File: src/rtl/boot_seq_pkg.sv
package boot_seq_pkg;

  // command words decoded in the boot window
  localparam logic [15:0] CMD_WARM_RST = 16'h00F0;
  localparam logic [15:0] CMD_ARM_LOAD = 16'h00E0;
  localparam logic [15:0] CMD_READ_ID  = 16'h0090;
  localparam logic [15:0] CMD_TRIGGER  = 16'h0000;

  // sector geometry for 2 KiB pages
  localparam int SUB_W      = 2;                       // sectors per page, log2
  localparam int PAGE_IDX_W = 6;                       // pages per block, log2
  localparam int BLK_LO_W   = 12;                      // plain block field
  localparam int DENS_BASE  = 6;                       // density mask base shift
  localparam int DENS_SEL_W = 3;                       // density select width
  localparam int BLKF_W     = DENS_BASE + (1 << DENS_SEL_W);
  localparam int SEC_W      = BLKF_W + PAGE_IDX_W + SUB_W;
  localparam int PAGE_W     = PAGE_IDX_W + SUB_W;      // page register wrap width

  typedef enum logic [1:0] {
    SEQ_IDLE,
    SEQ_ARMED,
    SEQ_PENDING
  } seqState_e;

  typedef struct packed {
    logic issueLoad;
    logic startId;
    logic warmRst;
  } seqStrobes_t;

endpackage

File: src/rtl/boot_seq_ctrl.sv
module boot_seq_ctrl
  import boot_seq_pkg::*;
#(
  parameter int ADDR_W = 16,
  parameter int DATA_W = 16,
  parameter logic [ADDR_W-1:0] LO_WIN_LAST = 'h01FF,
  parameter logic [ADDR_W-1:0] HI_WIN_BASE = 'h8000,
  parameter logic [ADDR_W-1:0] HI_WIN_LAST = 'h800F
) (
  input  logic              clk,
  input  logic              rstN,
  input  logic              wrEn,
  input  logic [ADDR_W-1:0] wrAddr,
  input  logic [DATA_W-1:0] wrData,
  input  logic              loadBusy,
  output seqStrobes_t       strb
);

  seqState_e state, stateNxt;
  logic winHit;
  logic isWarm;

  assign winHit = wrEn && ((wrAddr <= LO_WIN_LAST) ||
                           ((wrAddr >= HI_WIN_BASE) && (wrAddr <= HI_WIN_LAST)));
  assign isWarm = (wrData == DATA_W'(CMD_WARM_RST));

  always_comb begin
    stateNxt = state;
    strb     = '0;
    case (state)
      SEQ_IDLE: begin
        if (winHit) begin
          if (isWarm) begin
            strb.warmRst = 1'b1;
          end else if (wrData == DATA_W'(CMD_ARM_LOAD)) begin
            stateNxt = SEQ_ARMED;
          end else if (wrData == DATA_W'(CMD_READ_ID)) begin
            strb.startId = 1'b1;
          end
        end
      end
      SEQ_ARMED: begin
        if (winHit) begin
          if (wrData == DATA_W'(CMD_TRIGGER)) begin
            if (!loadBusy) begin
              strb.issueLoad = 1'b1;
              stateNxt       = SEQ_IDLE;
            end else begin
              stateNxt = SEQ_PENDING;
            end
          end else begin
            stateNxt = SEQ_IDLE;
          end
        end
      end
      SEQ_PENDING: begin
        if (winHit && isWarm) begin
          strb.warmRst = 1'b1;
          stateNxt     = SEQ_IDLE;
        end else if (!loadBusy) begin
          strb.issueLoad = 1'b1;
          stateNxt       = SEQ_IDLE;
        end
      end
      default: stateNxt = SEQ_IDLE;
    endcase
  end

  always_ff @(posedge clk or negedge rstN) begin
    if (!rstN) state <= SEQ_IDLE;
    else       state <= stateNxt;
  end

  // whatever follows the arm word leaves the armed state
  a_r3_next_write_disarms: assert property (@(posedge clk) disable iff (!rstN)
    (state == SEQ_ARMED && winHit) |=> (state != SEQ_ARMED));

  // a busy engine keeps the load pending
  a_r8_pending_holds: assert property (@(posedge clk) disable iff (!rstN)
    (state == SEQ_PENDING && loadBusy && !(winHit && isWarm)) |=> (state == SEQ_PENDING));

  // a warm reset leaves the sequencer idle
  a_r2_reset_clears: assert property (@(posedge clk) disable iff (!rstN)
    strb.warmRst |=> (state == SEQ_IDLE));

  // writes above the upper window never arm
  a_r1_outside_ignored: assert property (@(posedge clk) disable iff (!rstN)
    (state == SEQ_IDLE && wrEn && wrAddr > HI_WIN_LAST) |=> (state == SEQ_IDLE));

endmodule

File: src/rtl/boot_seq_dp.sv
module boot_seq_dp
  import boot_seq_pkg::*;
#(
  parameter int DATA_W   = 16,
  parameter int BRAM_AW  = 9,
  parameter int ID_WORDS = 3,
  parameter int DENS_FLAG_BIT = 3,
  parameter int DENS_SEL_LSB  = 4,
  parameter int BLK_EXT_BIT   = 15
) (
  input  logic               clk,
  input  logic               rstN,
  input  seqStrobes_t        strb,
  input  logic [DATA_W-1:0]  blockReg,
  input  logic [DATA_W-1:0]  pageReg,
  input  logic [DATA_W-1:0]  devId,
  input  logic [DATA_W-1:0]  mfrId,
  input  logic [DATA_W-1:0]  wpStatus,
  output logic               loadReq,
  output logic [SEC_W-1:0]   loadSector,
  output logic               pageWrEn,
  output logic [DATA_W-1:0]  pageWrData,
  output logic               rstReq,
  output logic               bramWe,
  output logic [BRAM_AW-1:0] bramAddr,
  output logic [DATA_W-1:0]  bramData
);

  localparam int SHIFT_W = $clog2(BLKF_W);
  localparam int IDX_W   = $clog2(ID_WORDS);

  // sector computation
  logic [SHIFT_W-1:0]    densShift;
  logic [BLKF_W-1:0]     densMask;
  logic [BLKF_W-1:0]     blkField;
  logic [PAGE_IDX_W-1:0] pageIdx;
  logic [SUB_W-1:0]      subSec;
  logic [SEC_W-1:0]      sectorNxt;
  logic [PAGE_W-1:0]     pageNxt;

  assign densShift = SHIFT_W'(DENS_BASE) + SHIFT_W'(devId[DENS_SEL_LSB +: DENS_SEL_W]);
  assign densMask  = devId[DENS_FLAG_BIT] ? (BLKF_W'(1) << densShift) : '0;
  assign blkField  = BLKF_W'(blockReg[BLK_LO_W-1:0]) | (blockReg[BLK_EXT_BIT] ? densMask : '0);
  assign pageIdx   = pageReg[SUB_W +: PAGE_IDX_W];
  assign subSec    = pageReg[SUB_W-1:0];
  assign sectorNxt = ((SEC_W'(pageIdx) + (SEC_W'(blkField) << PAGE_IDX_W)) << SUB_W)
                     + SEC_W'(subSec);
  assign pageNxt   = pageReg[PAGE_W-1:0] + PAGE_W'(1 << SUB_W);

  // identification word emitter
  logic             idActive;
  logic [IDX_W-1:0] idIdx;
  logic [7:0]       idByte;

  always_comb begin
    case (idIdx)
      IDX_W'(1): idByte = devId[7:0];
      IDX_W'(2): idByte = wpStatus[7:0];
      default:   idByte = mfrId[7:0];
    endcase
  end

  always_ff @(posedge clk or negedge rstN) begin
    if (!rstN) begin
      loadReq    <= 1'b0;
      loadSector <= '0;
      pageWrEn   <= 1'b0;
      pageWrData <= '0;
      rstReq     <= 1'b0;
      bramWe     <= 1'b0;
      bramAddr   <= '0;
      bramData   <= '0;
      idActive   <= 1'b0;
      idIdx      <= '0;
    end else begin
      loadReq  <= 1'b0;
      pageWrEn <= 1'b0;
      rstReq   <= 1'b0;
      bramWe   <= 1'b0;
      if (strb.warmRst) begin
        rstReq   <= 1'b1;
        idActive <= 1'b0;
        idIdx    <= '0;
      end else begin
        if (strb.issueLoad) begin
          loadReq    <= 1'b1;
          loadSector <= sectorNxt;
          pageWrEn   <= 1'b1;
          pageWrData <= DATA_W'(pageNxt);
        end
        if (strb.startId) begin
          bramWe   <= 1'b1;
          bramAddr <= '0;
          bramData <= DATA_W'(mfrId[7:0]);
          idIdx    <= IDX_W'(1);
          idActive <= 1'b1;
        end else if (idActive) begin
          bramWe   <= 1'b1;
          bramAddr <= BRAM_AW'(idIdx);
          bramData <= DATA_W'(idByte);
          idIdx    <= idIdx + IDX_W'(1);
          if (idIdx == IDX_W'(ID_WORDS - 1)) idActive <= 1'b0;
        end
      end
    end
  end

  // a warm reset cycle carries neither a load nor an ID write
  a_r12_reset_wins: assert property (@(posedge clk) disable iff (!rstN)
    rstReq |-> (!loadReq && !bramWe));

  // word 0 is followed by word 1 unless restarted or reset
  a_r9_id_order: assert property (@(posedge clk) disable iff (!rstN)
    (bramWe && bramAddr == '0 && !strb.warmRst && !strb.startId)
      |=> (bramWe && bramAddr == BRAM_AW'(1)));

  // the load request is a single-cycle pulse
  a_r4_single_pulse: assert property (@(posedge clk) disable iff (!rstN)
    loadReq |=> !loadReq);

  // emitter addresses stay inside the identification words
  a_r9_id_range: assert property (@(posedge clk) disable iff (!rstN)
    bramWe |-> (bramAddr < BRAM_AW'(ID_WORDS)));

endmodule

File: src/rtl/boot_cmd_seq.sv
module boot_cmd_seq
  import boot_seq_pkg::*;
#(
  parameter int ADDR_W  = 16,
  parameter int DATA_W  = 16,
  parameter int BRAM_AW = 9
) (
  input  logic               clk,
  input  logic               rstN,
  input  logic               wrEn,
  input  logic [ADDR_W-1:0]  wrAddr,
  input  logic [DATA_W-1:0]  wrData,
  input  logic [DATA_W-1:0]  blockReg,
  input  logic [DATA_W-1:0]  pageReg,
  input  logic [DATA_W-1:0]  devId,
  input  logic [DATA_W-1:0]  mfrId,
  input  logic [DATA_W-1:0]  wpStatus,
  input  logic               loadBusy,
  output logic               loadReq,
  output logic [SEC_W-1:0]   loadSector,
  output logic               pageWrEn,
  output logic [DATA_W-1:0]  pageWrData,
  output logic               rstReq,
  output logic               bramWe,
  output logic [BRAM_AW-1:0] bramAddr,
  output logic [DATA_W-1:0]  bramData
);

  seqStrobes_t strb;

  boot_seq_ctrl #(
    .ADDR_W(ADDR_W),
    .DATA_W(DATA_W)
  ) u_ctrl (
    .clk      (clk),
    .rstN     (rstN),
    .wrEn     (wrEn),
    .wrAddr   (wrAddr),
    .wrData   (wrData),
    .loadBusy (loadBusy),
    .strb     (strb)
  );

  boot_seq_dp #(
    .DATA_W (DATA_W),
    .BRAM_AW(BRAM_AW)
  ) u_dp (
    .clk        (clk),
    .rstN       (rstN),
    .strb       (strb),
    .blockReg   (blockReg),
    .pageReg    (pageReg),
    .devId      (devId),
    .mfrId      (mfrId),
    .wpStatus   (wpStatus),
    .loadReq    (loadReq),
    .loadSector (loadSector),
    .pageWrEn   (pageWrEn),
    .pageWrData (pageWrData),
    .rstReq     (rstReq),
    .bramWe     (bramWe),
    .bramAddr   (bramAddr),
    .bramData   (bramData)
  );

  // no request leaves while the engine was busy at the issuing edge
  a_r8_not_when_busy: assert property (@(posedge clk) disable iff (!rstN)
    loadReq |-> !$past(loadBusy));

  // page advance travels with every load request
  a_r7_page_with_load: assert property (@(posedge clk) disable iff (!rstN)
    loadReq |-> pageWrEn);

endmodule

File: config.mk
export PLATFORM = sky130hd
export DESIGN_NAME = boot_cmd_seq
export DESIGN_NICKNAME = d
export VERILOG_FILES = /design/src/rtl/boot_seq_pkg.sv /design/src/rtl/boot_seq_ctrl.sv /design/src/rtl/boot_seq_dp.sv /design/src/rtl/boot_cmd_seq.sv
export SDC_FILE = /design/constraint.sdc
export NUM_CORES = 1
export LEC_CHECK = 0
export ABC_CLOCK_PERIOD_IN_PS = 3400
export BUFFER_PORTS_ARGS = -buffer_cell sky130_fd_sc_hd__buf_2
export CAP_MARGIN = 10
export CORE_MARGIN = 3
export CORE_UTILIZATION = 40
export DETAILED_ROUTE_END_ITERATION = 10
export MAX_ROUTING_LAYER = met4
export PLACE_DENSITY = 0.83
export SETUP_SLACK_MARGIN = 0.5
export SKIP_CTS_REPAIR_TIMING = 1
export SYNTH_ARGS = -nofsm -noshare
export SYNTH_HDL_FRONTEND = slang
export SYNTH_SLANG_ARGS = --single-unit
export TNS_END_PERCENT = 1
File: constraint.sdc
create_clock -name clk -period 3.4 [get_ports clk]
set_input_delay 0.34 -clock clk [delete_from_list [all_inputs] [get_ports clk]]
set_output_delay 0.34 -clock clk [all_outputs]
set_load 0.03 [all_outputs]
Word-level counts from Yosys, hierarchy flattened
Cells that the tools add are included.
W data, S select, Z words.
- $add $sub $neg: 5
- magnitude comparators: 3
- equality and inequality tests: 12
- shift operators: 1
- multiplexer cells: 42
- bitwise operators: 2
- reductions and logical operators: 11
- operators by type and width (kind ; number):
    $eq A16 B8 Y1 const B ; 3
    $mux W16 ; 2
    $mux W14 ; 2
    $mux W2 ; 12
    $add A22 B2 Y22 ; 1
    $add A6 B20 Y20 ; 1
    $mux W1 ; 20
    $mux W9 ; 2
    $ge A16 B16 Y1 const B ; 1
    $le A16 B16 Y1 const B ; 1
    $le A16 B9 Y1 const B ; 1
    $logic_not A16 Y1 ; 1
    $pmux W8 S2 ; 1
    $or A12 B14 Y14 ; 1
    $shl A1 B4 Y14 const A ; 1
    $add A8 B3 Y8 const B ; 1
    $ne A2 B1 Y1 const B ; 3
    $pmux W2 S3 ; 1
    $reduce_and A5 Y1 ; 1
    $add A3 B3 Y4 const A ; 1
    $eq A2 B1 Y1 const B ; 2
    $eq A2 B2 Y1 const B ; 2
    $pmux W1 S2 ; 2
    $reduce_and A2 Y1 ; 2
    9 further kinds ; 11
- flip-flop bits (word level): 63
- bits of input ports: 116
- output and inout port bits: 67
- logic and storage cells: 86

Longest topological paths before layout
Gate-level depths: netlist (run 1).
- word-level depth: 9
- depth in mapped cells: 9
- gate-level depth less buffers: 8

By module
Synthesis (run 1) repeated with hierarchy kept, for this count alone.
- cells, all modules: 272
- area, all modules: 2527.4 sq um
- modules (own cells, without submodules) (module ; times used ; cells each ; area each (sq um) ; seq. area each (sq um)):
    boot_seq_dp ; 1 ; 236 ; 2205.9 ; 1101.1
    boot_seq_ctrl ; 1 ; 36 ; 321.6 ; 50.0

Least setup slack after synthesis (run 1)
Ideal clock, no wire load.
- kind: input port to flip-flop
- from: in wrData[13]
- to: reg u_dp.loadSector[0]
- setup time: 0.125 ns
- arrival time: 2.341 ns
- data required time: 3.275 ns
- setup slack: 0.934 ns
- stages on the path: 6
- buffers on the path: 1
- cells stage by stage: or4_4 nor4b_1 nand4_1 a2111oi_2 buf_6 mux2_4
- word-level cells in the longest chain between the ends: 6
- elaborated cells between the ends (all ways): 13
- classes of those cells: 1 x eq/ne; 8 x mux; 1 x bitwise; 3 x reduce/logical
- RTL lines (element ; line ; source):
    from (decl) ; boot_cmd_seq.sv:12 ; input logic [DATA_W-1:0] wrData,
    $eq A16 B8 Y1 ; boot_seq_ctrl.sv:25 ; assign isWarm = (wrData == DATA_W'(CMD_WARM_RST));
    $mux W1 / $logic_and A1 B1 Y1 (equally long branches) ; boot_seq_ctrl.sv:33, boot_seq_ctrl.sv:57 ;
    $mux W2 / $mux W1 (equally long branches) ; boot_seq_ctrl.sv:32, boot_seq_ctrl.sv:57 ;
    $pmux W1 S2 ; boot_seq_ctrl.sv:30 ; case (state)
    $not A1 Y1 (no line) ; -- ;
    $reduce_and A2 Y1 (no line) (*) ; -- ;
    to (signal assigned) ; boot_seq_dp.sv:87 ; loadSector <= sectorNxt;
    to (decl) ; boot_seq_dp.sv:20 ; output logic [SEC_W-1:0] loadSector,
Every way passes the cells marked *; elsewhere a longest branch is shown, timed or not.
A chain may end at the register's enable or synchronous reset.

Final worst setup path (run 1)
- from: in wrData[1]
- to: reg u_dp.loadSector[17]
Same word-level chain as after synthesis.

==> impl_metrics.ini, run 1 <==
[clocking]
cts.path.max_buffers = 2
cts_buffers = 5
root_buffer = clkbuf_8
clk_latency_ps = 290
clock_sinks = 46
cts_tree = yes
htreeDepth = 2
cts.clk_slew.worst_paths_ps = 80

[routing]
drc = 0
drt_iter0_drc = 68
drtPass1Iterations = 4
vias = 2317
routed_wl_mm = 6.73
postRouteAntennaNets = 0
via_per_inst = 5.08
drt-wirelength-per-cell_um = 14.8

[timing]
skew_ps = 9.56
hold_viol_final = 0
rsz0062_at_grt = false
holdWs_ps = 212
tightest_slew_ps = 1010
slew_viol_final = 0
period_needed_ps = 2600
worst_slew_margin_rel_pct = 32.8
post-route-period-util_pct = 76.3
fmax_ghz = 0.385
final-setup-viol-count = 0
setup_tns_ps = 0

[worst_setup_path]
cp.arrival_ps = 2770
critPathKind = input pin to register
critPathCaptureType = register
slowest_delay_ps = 610
rr_worst_depth = 7
path_cells = buf_2 > or4_1 > nor4b_1 > nand4_1 > a2111oi_4 > buf_12 > mux2_1
cp-start-kind = input pin
cp_max_fo = 29
cp.required_ps = 3570
slowest_stage = or4_1

[finish]
final_cell_mix = buf_2, dfrtp_1, inv_1, conb_1, nor2_1
syn2layout_area_growth_pct = 24.3
fin_nets = 501
final_common_cell = buf_2
antenna_cells = 0
design_area_mm2 = 0.00345
layout-drive-gt1-share_pct = 39.3
postLayoutCoreUtil_pct = 52.8

[die]
placementRows = 29
die_h_um = 89.2
fp.dieW_um = 89.2
core_area_mm2 = 0.00653
dieArea_mm2 = 0.00796
start_util_pct = 42.4
io-pin-count = 183

[synthesis]
synthArstFlopShare_pct = 100
synthFlopType = dfrtp_1
netlist_area_mm2 = 0.00277
syn_area_per_cell_um2 = 10.5
synth_edf_count = 0
synth-seq-area-share_pct = 41.5
ys_types = 51
yosys_register_bits = 46
syn-instance-count = 263
yosysWarnings = 0

[grt]
grtUsageTotal_pct = 17.3
grt_pass1_wl_mm = 10.7
grt_pass1_vias = 2311
antenna_found_initial = 0
gr-total-overflow = 0
grt_max_degree = 47

[place]
dpl.hpwl_mm = 5.30
place_area_mm2 = 0.00334
numPortBuffers = 120
gp_congestion = 0.897

[power]
leakage_nw = 1.82
power_density_mw_per_mm2 = 313
peakVddDrop_mv = 0.209

[worst_hold_path]
hp-class = input pin to async pin

[job]
max_cap_viol_count = 0

[status]
outcome = complete, no violations
## kinds of logic (layout without fill, tap and decap cells)
kind of cell	after synthesis	after routing	synth area share (%)
fa+ha+maj	7	7	3.16
flops	46	46	41.5
buf+inv	69	163	14.0
simple gates	56	56	13.1
xor+xnor	5	5	1.58
compound gates	50	50	14.0
mux	29	29	12.5
other cells	1	23	0.135
## Yosys cell counts (2+ instances only)
cell | n | area share [%]
a21oi_1 | 15 | 2.7
a221o_1 | 8 | 2.9
a31oi_1 | 3 | 0.68
a32o_1 | 2 | 0.72
a41o_1 | 2 | 0.72
and3_1 | 4 | 0.90
buf_4 | 26 | 7.0
buf_6 | 2 | 0.81
clkbuf_1 | 6 | 0.81
dfrtp_1 | 46 | 42
ha_1 | 7 | 3.2
inv_1 | 31 | 4.2
mux2_1 | 8 | 3.3
mux2_4 | 9 | 4.9
mux2i_1 | 12 | 4.3
nand2_1 | 4 | 0.54
nand3_1 | 6 | 1.1
nand4_1 | 2 | 0.45
nor2_1 | 18 | 2.4
nor3_1 | 3 | 0.54
nor4b_1 | 2 | 0.63
o21ai_1 | 3 | 0.54
o32ai_1 | 8 | 2.5
or4_1 | 2 | 0.54
or4_4 | 4 | 1.6
or4b_1 | 2 | 0.72
xnor2_1 | 3 | 0.95
xor2_1 | 2 | 0.63
## routing by layer
metal	routed length, um	global-route usage, %
met5	0	-
met1	2850	20.4
met4	16	2.98
met3	396	3.96
met2	3460	30.3
## where the power goes
part | internal [mW] | switching [mW] | total [mW]
clock network | 0.219 | 0.179 | 0.398
logic | 0.0495 | 0.0853 | 0.135
registers | 0.547 | 0.00000134 | 0.547
total | 0.816 | 0.264 | 1.08
## worst paths after layout
kind | startpoint | to | slack, ps
max in group asynchronous | rstN | u_dp.loadSector[11]$_DFFE_PN0P_ | 2560
hold / removal | rstN | u_ctrl.state[0]$_DFFE_PN0P_ | 210
min in group clk | pageReg[2] | u_dp.pageWrData[2]$_DFFE_PN0P_ | 270
setup / recovery | wrData[1] | u_dp.loadSector[17]$_DFFE_PN0P_ | 800
setup reg to reg | u_ctrl.state[1]$_DFFE_PN0P_ | u_dp.loadSector[17]$_DFFE_PN0P_ | 1130
hold reg to reg | u_dp.pageWrData[6]$_DFFE_PN0P_ | u_dp.pageWrData[6]$_DFFE_PN0P_ | 500
## registers in the layout, summed over array words and instances (netlist names)
signal / cells
u_dp.bramData: 8
u_dp.idIdx: 2
u_dp.idActive: 1
u_dp.rstReq: 1
u_ctrl.state: 2
u_dp.bramWe: 1
u_dp.pageWrData: 6
u_dp.loadSector: 22
u_dp.bramAddr: 2
u_dp.loadReq: 1
## layout make-up
type / instances / area, um2
Clock inverter: 2 / 37.5
Tap cell: 77 / 96.3
Clock buffer: 6 / 72.6
Timing Repair Buffer: 123 / 636
Inverter: 32 / 120
Sequential cell: 46 / 1150
Multi-Input combinational cell: 170 / 1330
Fill cell: 619 / 3090
## worst max-delay path, delay by kind of cell
family,cells,cell delay (ps)
compound gates,1,390
buf+inv,2,350
mux,1,350
simple gates,3,1320
## metrics by stage
stage                     total power, mW  cells  setup WS, ps
after CTS                            1.10    456           838
after floorplan                     0.645    285           934
final                                1.08    456           805
after global routing                 1.13    456           656
after global placement              0.689    448           644
after detailed placement            0.693    448           518
Note: power is estimated with default switching activity, not from simulation.
==> run 2: changes to the inputs <==
--- a/config.mk
+++ b/config.mk
@@ -5,7 +5,7 @@
 export SDC_FILE = /design/constraint.sdc
 export NUM_CORES = 1
 export LEC_CHECK = 0
-export ABC_CLOCK_PERIOD_IN_PS = 3400
+export ABC_CLOCK_PERIOD_IN_PS = 2400
 export BUFFER_PORTS_ARGS = -buffer_cell sky130_fd_sc_hd__buf_2
 export CAP_MARGIN = 10
 export CORE_MARGIN = 3
==> constraint.sdc (replaced) <==
create_clock -name clk -period 2.4 [get_ports clk]
set_input_delay 0.24 -clock clk [delete_from_list [all_inputs] [get_ports clk]]
set_output_delay 0.24 -clock clk [all_outputs]
set_load 0.03 [all_outputs]
==> impl_metrics.ini, run 2 (synthesis gave the netlist of run 1 again) <==
[timing]
hold_viol_final = 0
holdWs_ps = 19.2
rsz0062_at_grt = true
period_needed_ps = 2280
post-route-period-util_pct = 95.1
final-setup-viol-count = 0
skew_ps = 5.92
slew_viol_final = 0
worst_slew_margin_rel_pct = 47.3
fmax_ghz = 0.438
tightest_slew_ps = 791

[finish]
antenna_cells = 0
reg_top3 = u_dp.loadSector: 22 flops, u_dp.bramData: 8 flops, u_dp.pageWrData: 6 flops
syn2layout_area_growth_pct = 29.5
fin_nets = 512
final_common_cell = buf_2
design_area_mm2 = 0.00359
layout-drive-gt1-share_pct = 42.3
fin_cells = 467
largest_register_ffs = 22
top_register = u_dp.loadSector
final_cell_mix = buf_2, dfrtp_1, inv_1, conb_1, nor2_1

[grt]
use_met1_pct = 21.7
grt_pass1_wl_mm = 11.3
grt_max_degree = 36
grt_pass1_vias = 2446
grt.met2_usage_pct = 32.5
antenna_found_initial = 0
gr-total-overflow = 0
grtUsageTotal_pct = 18.8
top_usage_layer = met2
grt_util_met3_pct = 5.25

[worst_setup_path]
r2r-start = u_ctrl.state[1]$_DFFE_PN0P_
cp-startpoint = wrData[13]
critPathKind = input pin to register
crit_top_cell = or4_4
slowest_delay_ps = 620
rr_worst_depth = 7
path_cells = buf_2 > or4_4 > or4_4 > o41ai_4 > a2111oi_4 > buf_12 > mux2_1
cp.arrival_ps = 2460
critPathCaptureType = register
cp_max_fo = 20
cp-start-kind = input pin
slowest_stage = or4_4
cp.required_ps = 2580

[die]
dieArea_mm2 = 0.00796
start_util_pct = 42.4
fp.dieW_um = 89.2
placementRows = 29
core_area_mm2 = 0.00653
die_h_um = 89.2
io-pin-count = 183

[clocking]
htreeDepth = 2
cts_tree = yes
cts.path.max_buffers = 2
cts_buffers = 5
clock_sinks = 46
root_buffer = clkbuf_8
clk_latency_ps = 300
cts.clk_slew.worst_paths_ps = 80

[routing]
drtPass1Iterations = 4
vias = 2402
drc = 0
via_per_inst = 5.14
routed_wl_mm = 7.28
drt_iter0_drc = 64
drt-wirelength-per-cell_um = 15.6
postRouteAntennaNets = 0

[power]
leakage_nw = 1.89
power_density_mw_per_mm2 = 432
peakVddDrop_mv = 0.368

[worst_hold_path]
hp-class = input pin to async pin

[place]
numPortBuffers = 120
gp_congestion = 0.897
dpl.cell_count = 459
place_area_mm2 = 0.00344
dpl.hpwl_mm = 5.63

[job]
max_cap_viol_count = 0

[status]
outcome = complete, no violations
## run 2: final cells by class
class                           count  area [um2]
Fill cell                         609        2940
Multi-Input combinational cell    170        1380
Sequential cell                    46        1150
Timing Repair Buffer              134         734
Inverter                           32         120
Tap cell                           77        96.3
Clock buffer                        7        76.3
Clock inverter                      1        30.0
## run 2: power by group
part           total [mW]  switching [mW]  internal, mW
Combinational       0.201           0.126        0.0747
Sequential          0.774      0.00000176         0.774
Clock               0.574           0.262         0.312
## run 2: final timing paths
| path | end | slack [ps] |
|---|---|---|
| worst max-delay path | u_dp.pageWrData[4]$_DFFE_PN0P_ | 120 |
| worst min-delay path | u_dp.pageWrData[4]$_DFFE_PN0P_ | 20 |
| worst max register to register | u_dp.pageWrData[4]$_DFFE_PN0P_ | 200 |
| worst min register to register | u_dp.loadSector[14]$_DFFE_PN0P_ | 500 |
| max in group asynchronous | u_dp.loadSector[13]$_DFFE_PN0P_ | 1700 |
| min in group clk | u_dp.loadSector[0]$_DFFE_PN0P_ | 170 |
## run 2: routing by layer
layer  up-vias  share of wire (%)
met5         -                  0
met4         0               0.73
met1      1142                 40
li1       1147                  -
met2       109                 50
met3         4                9.8
## run 2: critical path: cells and delay by family
family / cells / cell delay, ps
muxes: 1 / 320
buffers and inverters: 2 / 290
and+or+nand+nor: 2 / 1180
AOI/OAI and AO/OA: 2 / 420
## run 2: through the flow
stage          setup TNS [ps]  setup slack, ps  power, mW  util (%)
6_report                    0              118       1.55      54.9
5_1_grt                     0             45.4       1.62      54.9
4_1_cts                     0             46.5       1.57      54.3
3_5_place_dp            -7870             -264      0.989      52.7
3_3_place_gp            -7170             -247      0.984      52.7
2_1_floorplan               0             59.4      0.915         -
